## config.mk

```make
export PLATFORM = sky130hd
export DESIGN_NAME = fp8_bf16_cvt
export DESIGN_NICKNAME = d
export VERILOG_FILES = /design/src/rtl/fp8bf_pkg.sv /design/src/rtl/fp8_ctrl_sel.sv /design/src/rtl/fp8_unpack.sv /design/src/rtl/fp8_bf16_pack.sv /design/src/rtl/fp8_bf16_cvt.sv
export SDC_FILE = /design/constraint.sdc
export NUM_CORES = 1
export LEC_CHECK = 0
export BUFFER_PORTS_ARGS = -buffer_cell sky130_fd_sc_hd__buf_2
export CORE_ASPECT_RATIO = 1.4
export CORE_UTILIZATION = 26
export DETAILED_ROUTE_END_ITERATION = 12
export PLACE_DENSITY_LB_ADDON = 0.2
export SLEW_MARGIN = 10
export SYNTH_ARGS = -nofsm -noshare
export SYNTH_HDL_FRONTEND = slang
export SYNTH_HIERARCHICAL = 1
export SYNTH_SLANG_ARGS = --single-unit
```

## constraint.sdc

```tcl
create_clock -name clk -period 3.9 [get_ports clk]
set_clock_uncertainty 0.1 [all_clocks]
set_input_delay 0.585 -clock clk [delete_from_list [all_inputs] [get_ports clk]]
set_output_delay 0.585 -clock clk [all_outputs]
set_load 0.05 [all_outputs]
```

## src/rtl/fp8bf_pkg.sv

```systemverilog
// Package: shared types and constants for the FP8 to BFloat16 converter.
// Assumes: scale fields of at most 6 bits, so every finite result stays normal.
package fp8bf_pkg;

    // Class of a decoded source byte
    typedef enum logic [1:0] {
        CLS_ZERO = 2'd0,
        CLS_FIN  = 2'd1,
        CLS_INF  = 2'd2,
        CLS_NAN  = 2'd3
    } fp8_cls_e;

    // Decoded source: unbiased exponent and 3 fraction bits after normalization
    typedef struct packed {
        logic              sign;
        fp8_cls_e          cls;
        logic signed [6:0] exp_unb;
        logic [2:0]        frac;
    } fp8_unpk_t;

    localparam logic [7:0]  BF_BIAS    = 8'd127;
    localparam logic [15:0] BF_QNAN    = 16'h7FC0;
    localparam logic [14:0] BF_INF_MAG = 15'h7F80;

endpackage

```

## src/rtl/fp8_ctrl_sel.sv

```systemverilog
// Module: picks the active format bit and scale field from two control sets.
// Assumes: the variant bit is valid for the whole vector in the same cycle.
module fp8_ctrl_sel #(
    parameter int SCALE_W = 6
) (
    input  logic               var_sel,
    input  logic               fmt_a,
    input  logic               fmt_b,
    input  logic [SCALE_W-1:0] scale_a,
    input  logic [SCALE_W-1:0] scale_b,
    output logic               fmt_o,
    output logic [SCALE_W-1:0] scale_o
);

    // Route set 1 when the variant bit is low, set 2 when it is high
    always_comb begin
        if (var_sel) begin
            fmt_o   = fmt_b;
            scale_o = scale_b;
        end else begin
            fmt_o   = fmt_a;
            scale_o = scale_a;
        end
    end

endmodule

```

## src/rtl/fp8_unpack.sv

```systemverilog
// Module: decodes one 8-bit float into sign, class, unbiased exponent and a
// 3-bit fraction. Subnormals are normalized here.
// Assumes: fmt_i = 0 is the 4-bit exponent form, 1 is the 5-bit exponent form.
module fp8_unpack
    import fp8bf_pkg::*;
(
    input  logic      [7:0] byte_i,
    input  logic            fmt_i,
    output fp8_unpk_t       unpk_o
);

    logic [3:0] e4;
    logic [2:0] m3;
    logic [4:0] e5;
    logic [1:0] m2;

    // Split the byte into fields for both layouts
    always_comb begin
        e4 = byte_i[6:3];
        m3 = byte_i[2:0];
        e5 = byte_i[6:2];
        m2 = byte_i[1:0];
    end

    // Classify and normalize according to the selected layout
    always_comb begin
        unpk_o.sign    = byte_i[7];
        unpk_o.cls     = CLS_FIN;
        unpk_o.exp_unb = '0;
        unpk_o.frac    = '0;
        if (!fmt_i) begin
            if (e4 == 4'hF && m3 == 3'h7) begin
                unpk_o.cls = CLS_NAN;
            end else if (e4 == 4'h0 && m3 == 3'h0) begin
                unpk_o.cls = CLS_ZERO;
            end else if (e4 == 4'h0) begin
                casez (m3)
                    3'b1??: begin
                        unpk_o.exp_unb = -7'sd7;
                        unpk_o.frac    = {m3[1:0], 1'b0};
                    end
                    3'b01?: begin
                        unpk_o.exp_unb = -7'sd8;
                        unpk_o.frac    = {m3[0], 2'b00};
                    end
                    default: begin
                        unpk_o.exp_unb = -7'sd9;
                        unpk_o.frac    = 3'b000;
                    end
                endcase
            end else begin
                unpk_o.exp_unb = $signed({3'b000, e4}) - 7'sd7;
                unpk_o.frac    = m3;
            end
        end else begin
            if (e5 == 5'h1F) begin
                unpk_o.cls = (m2 == 2'b00) ? CLS_INF : CLS_NAN;
            end else if (e5 == 5'h00 && m2 == 2'b00) begin
                unpk_o.cls = CLS_ZERO;
            end else if (e5 == 5'h00) begin
                if (m2[1]) begin
                    unpk_o.exp_unb = -7'sd15;
                    unpk_o.frac    = {m2[0], 2'b00};
                end else begin
                    unpk_o.exp_unb = -7'sd16;
                    unpk_o.frac    = 3'b000;
                end
            end else begin
                unpk_o.exp_unb = $signed({2'b00, e5}) - 7'sd15;
                unpk_o.frac    = {m2, 1'b0};
            end
        end
    end

endmodule

```

## src/rtl/fp8_bf16_pack.sv

```systemverilog
// Module: applies the 2^-N downscale to a decoded value and builds BFloat16.
// Assumes: exponent -16..15 and N <= 63, so the biased result is 48..142.
// Modular 8-bit arithmetic is therefore exact, and no rounding is needed.
module fp8_bf16_pack
    import fp8bf_pkg::*;
#(
    parameter int SCALE_W = 6
) (
    input  fp8_unpk_t          unpk_i,
    input  logic [SCALE_W-1:0] scale_i,
    output logic [15:0]        bf_o
);

    logic [7:0] exp_biased;

    // Rebias into the 8-bit exponent and subtract the scale
    always_comb begin
        exp_biased = {unpk_i.exp_unb[6], unpk_i.exp_unb} + BF_BIAS
                     - 8'(scale_i);
    end

    // Assemble the output word per class
    always_comb begin
        unique case (unpk_i.cls)
            CLS_ZERO: bf_o = {unpk_i.sign, 15'd0};
            CLS_INF:  bf_o = {unpk_i.sign, BF_INF_MAG};
            CLS_NAN:  bf_o = BF_QNAN;
            default:  bf_o = {unpk_i.sign, exp_biased, unpk_i.frac, 4'b0000};
        endcase
    end

endmodule

```

## src/rtl/fp8_bf16_cvt.sv

```systemverilog
// Module: vector converter. Each 16-bit lane takes its upper byte, decodes it
// in the active format, downscales it and writes BFloat16 into the lane.
// Assumes: PIPE = 1 adds one output register (synchronous active-low reset).
// PIPE = 0 leaves the path combinational.
module fp8_bf16_cvt
    import fp8bf_pkg::*;
#(
    parameter int LANES   = 8,
    parameter int SCALE_W = 6,
    parameter bit PIPE    = 1'b1
) (
    input  logic                  clk,
    input  logic                  rst_n,
    input  logic                  var_sel,
    input  logic                  fmt_sel1,
    input  logic                  fmt_sel2,
    input  logic [SCALE_W-1:0]    scale1,
    input  logic [SCALE_W-1:0]    scale2,
    input  logic [LANES*16-1:0]   src_vec,
    output logic [LANES*16-1:0]   res_vec
);

    localparam int LANE_W = 16;
    localparam int VEC_W  = LANES * LANE_W;

    logic               act_fmt;
    logic [SCALE_W-1:0] act_scale;
    logic [VEC_W-1:0]   comb_vec;
    logic [15:0]        lane_bf [LANES];

    fp8_ctrl_sel #(.SCALE_W(SCALE_W)) u_sel (
        .var_sel (var_sel),
        .fmt_a   (fmt_sel1),
        .fmt_b   (fmt_sel2),
        .scale_a (scale1),
        .scale_b (scale2),
        .fmt_o   (act_fmt),
        .scale_o (act_scale)
    );

    for (genvar g = 0; g < LANES; g++) begin : g_lane
        fp8_unpk_t  unpk;
        logic [7:0] src_b;

        assign src_b = src_vec[g*LANE_W + 8 +: 8];

        fp8_unpack u_unpack (
            .byte_i (src_b),
            .fmt_i  (act_fmt),
            .unpk_o (unpk)
        );

        fp8_bf16_pack #(.SCALE_W(SCALE_W)) u_pack (
            .unpk_i  (unpk),
            .scale_i (act_scale),
            .bf_o    (lane_bf[g])
        );

        assign comb_vec[g*LANE_W +: LANE_W] = lane_bf[g];

        // Port-level view of the active format, used only by the checks below
        logic fmt_p;
        logic is_nan_p;
        logic is_inf_p;
        assign fmt_p    = var_sel ? fmt_sel2 : fmt_sel1;
        assign is_nan_p = fmt_p ? (src_b[6:2] == 5'h1F && src_b[1:0] != 2'b00)
                                : (src_b[6:0] == 7'h7F);
        assign is_inf_p = fmt_p && (src_b[6:0] == 7'h7C);

        p_nan_r5: assert property (@(posedge clk) disable iff (!rst_n)
            is_nan_p |-> lane_bf[g] == 16'h7FC0);

        p_inf_r4: assert property (@(posedge clk) disable iff (!rst_n)
            is_inf_p |-> lane_bf[g] == {src_b[7], 15'h7F80});

        p_zero_r8: assert property (@(posedge clk) disable iff (!rst_n)
            (src_b[6:0] == 7'h00) |-> lane_bf[g] == {src_b[7], 15'd0});

        p_finite_r6: assert property (@(posedge clk) disable iff (!rst_n)
            (!is_nan_p && !is_inf_p && src_b[6:0] != 7'h00)
            |-> (lane_bf[g][15] == src_b[7]
                 && lane_bf[g][14:7] >= 8'd48 && lane_bf[g][14:7] <= 8'd142));
    end

    if (PIPE) begin : g_pipe
        // Register the converted vector; clear it during reset
        always_ff @(posedge clk) begin
            if (!rst_n) res_vec <= '0;
            else        res_vec <= comb_vec;
        end

        p_reset_clear_r9: assert property (@(posedge clk) disable iff (!rst_n)
            $past(!rst_n) |-> res_vec == '0);
    end else begin : g_comb
        assign res_vec = comb_vec;
    end

endmodule

```

==> impl.org <==
** Power and ir drop
- In this run the power density over the cells is between 400 and 500 nW/um2.
- IR analysis of the VDD net gives a maximum drop of 0.276 mV.
- Summed over all cells, the static leakage comes to roughly 6.7 nW.
- Seq pwr share :: 0.270
- Clock network fraction of total power :: 0.297
- In this run the power spent charging and discharging nets is ~2.2 mW.
- The design draws roughly 5.6 mW.
- The internal portion of the total power is 3.45 mW.
- The share of total power dissipated in combinational logic is 0.433.
- Of the total power, the share spent switching nets is 0.387.

** Logic synthesis
- For this run, the register share of the synthesized area comes to 0.228.
- Fraction of synthesized area in multiplexers :: 0.0281
- Main combinational cell family by area after synthesis :: compound AO/OA/AOI/OAI gates
- Of the post-synthesis cell area, the dominant cell type holds 0.228.
- Compound-cell area share of the yosys netlist :: 0.205
- Post-synthesis share of cell area spent on and, or, nand and nor gates :: 0.194
- Mapped Avg Cell Area :: 8.71 um2
- The most used flip-flop cell after synthesis is dfxtp_1.
- The cell count after synthesis came out at roughly 1,300.
- The largest total area in the synthesized netlist belongs to dfxtp_1.
- Synth Area in Adders :: 0.166
- By area the synthesized netlist is led by dfxtp_1 (23%), ha_1 (15%), and2_1 (6.0%).
- Synthesis inferred 128 register bits.
- Cell area after technology mapping :: about 11,000 um2
- For this run, asynchronously set or reset flops after synthesis account for 0.
- In this run, synthesis inferred 0 flip-flops with an integrated enable.
- Xor and xnor area share after synthesis :: 0.0437
- During synthesis, Yosys emitted a total of 6 warnings.
- In this run, distinct cell masters in the synthesized netlist total 60.

** Timing
- Setup repair after global routing left no endpoint under its margin.
- The worst pin sits at a relative slew slack of 0.282.
- For the finished layout, the period the worst path requires is 3400 ps.
- Across all hold checks on the routed design, the worst slack comes to 405 ps.
- The final-report hold violation count came to 0.
- After routing, the total negative slack on setup checks comes to 0 ps.
- For the pin with the worst max-slew slack, the measured transition is 1070 ps.
- Highest achievable clock rate :: 294 MHz
- The final count of pins violating max slew was 0.
- Across all setup checks in the final design, the least slack found is 496 ps.
- Setup Viol. Count Final :: 0
- Of the available clock period, the critical path in the final layout requires 0.873.

** Cells and area
- Largest register FFs :: 128
- From synthesis to final layout, the design area changed by 16.4%.
- In the final layout, the multi-input gates occupy 7270 um2.
- For this run, the share of the core covered by cells in the final layout is 0.308.
- Area of all sequential standard cells :: 2560 um2
- Fill count :: 4,564
- More flip-flops sit in one register than any other, and that register is res_vec.
- Non-filler instance count after layout :: between 2,000 and 2,500
- Diodes inserted :: 0
- Post-route cell area :: ~13,000 um2
- After the last flow step, the layout net total stands at 1,741.
- Fraction of final layout cells sized beyond drive strength 1 :: 0.259
- The largest registers in the layout are res_vec x128.

** Global routing
- The initial antenna violation count is 0.
- Vias in the first global route :: 9,048
- Entering global routing, the biggest net connects 129 pins.
- Summed over all layers, the global routing overflow is 0.
- Global-route usage over all layers :: 0.134
- The first global-routing pass estimated 45.7 mm of wire.

** Worst setup path
- STA classifies the critical path endpoint as a register.
- Worst EP arrival :: roughly 3700 ps
- Worst endpoint required time :: approximately 4100 ps
- Critical path class :: in2reg
- STA classifies the critical path startpoint as an input port.
- CP Max Fanout :: 4

** Route
- In the final routed layout, each cell accounts on average for approximately 14 um.
- Residual DRC :: 0
- The count of nets left with antenna violations once routing finished came out at 0.
- Routed vias/inst :: 4.52
- Via count of the routed design :: 9,092
- The routed design has around 28 mm of wire.
- Before antenna repair, the detailed router went through 4 iterations.
- First DRT Iteration DRCs :: 367

** Place
- Detailed placement ended at an HPWL of 21.1 mm.
- Final estimated routing congestion in global placement :: 0.836
- Post-placement cell area :: 12,400 um2
- OpenSTA, run right after detailed placement, puts the worst setup slack at 46.2 ps.
- Count of input and output buffers :: roughly 210
- Including well taps, the total number of placed cells is 1,979.

** CTS
- Count of hold-fix buffers inserted at cts :: 0
- Clock tree from TritonCTS :: built
- Total setup buffers inserted after CTS :: 0
- Count of instances resized after the clock tree is built :: 0
- Clock-pin slew was measured on the worst setup and hold paths at 60 ps.
- Clock tree synthesis inserted a total of 17 buffers.
- Maximum buffer depth of the clock tree :: 2
- Counting every sink on the clock net gives 128.
- The clock tree synthesis step divided the H-tree into 4 levels.
- The tree is rooted in a clkbuf_16.

** Floorplan
- I/O pin count :: 273
- Area of the core :: approximately 42,000 um2
- The die covers 44,000 um2.
- Die outline height :: around 250 um
- Number of rows in the core area :: 89
- The initial utilization of the core area, before any placement, comes to 0.265.
- Overall die width :: between 150 and 200 um

** Outcome
- The run finished with clean final reports.

** Hold path
- The path class of the tightest hold or removal check is in2reg.

** Flow run
- Across the run, the number of max-cap violations was 0.
logic make-up (layout without fill, tap and decap cells):
family | Yosys count | after routing
other | 8 | 32
DFF | 128 | 128
xor gates and xnor gates | 56 | 56
muxes | 28 | 28
adders and majority gates | 144 | 144
buffers and inverters | 259 | 413
AOI/OAI and AO/OA | 308 | 308
and+or+nand+nor | 356 | 356
cells in the mapped netlist (all sizes together), types with 25 or more instances:
library cell,count
ha,136
and2,135
dfxtp,128
inv,119
buf,101
nand2,61
a21o,56
nor2,46
o21ai,42
a21oi,39
clkbuf,39
xnor2,32
o211ai,25
power groups by stage:
stage	clock (mW)	sequential (mW)	combinational [mW]
after floorplan	0	2.14	1.32
after global placement	0	1.55	2.46
after detailed placement	0	1.55	2.45
after CTS	1.76	1.52	2.47
after global routing	1.79	1.54	2.70
final	1.67	1.52	2.44
critical path, stage by stage:
cell and delay (ps):
buf_2 130, inv_1 110, ha_1 190, or3b_2 460
nor3_1 220, buf_4 160, a21oi_1 30, o22ai_1 250
ha_1 310, ha_1 320, a211oi_1 260, o21ai_1 130
xor2_1 150, a21o_1 180, and2_1 150
cells in the final DEF, fill, tap and decap left out, types with 32 or more instances in the layout:
cell type / Yosys / routed
a21o_1: 56 / 56
a21oi_1: 39 / 39
and2_1: 108 / 108
buf_2: 10 / 207
buf_4: 54 / 52
conb_1: 8 / 32
dfxtp_1: 128 / 128
ha_1: 136 / 136
inv_1: 119 / 119
nand2_1: 61 / 61
nor2_1: 46 / 46
xnor2_1: 32 / 32
layer usage:
metal	track usage	wire, um
met1	0.157	12700
met2	0.237	14000
met3	0.0218	993
met4	0.0583	644
met5	0	0
cell type report:
| type | count | area share |
|---|---|---|
| Timing Repair Buffer | 262 | 0.114 |
| Inverter | 119 | 0.0342 |
| Sequential cell | 128 | 0.196 |
| Multi-Input combinational cell | 924 | 0.557 |
| Clock inverter | 12 | 0.0123 |
| Tap cell | 546 | 0.0523 |
| Clock buffer | 20 | 0.0342 |
path summary, 6_finish.rpt:
kind                    start           to  cells past startpoint
hold / removal    src_vec[63]  res_vec[63]                      3
setup / recovery  src_vec[11]  res_vec[13]                     15
Power figures use the tool's default switching activity.
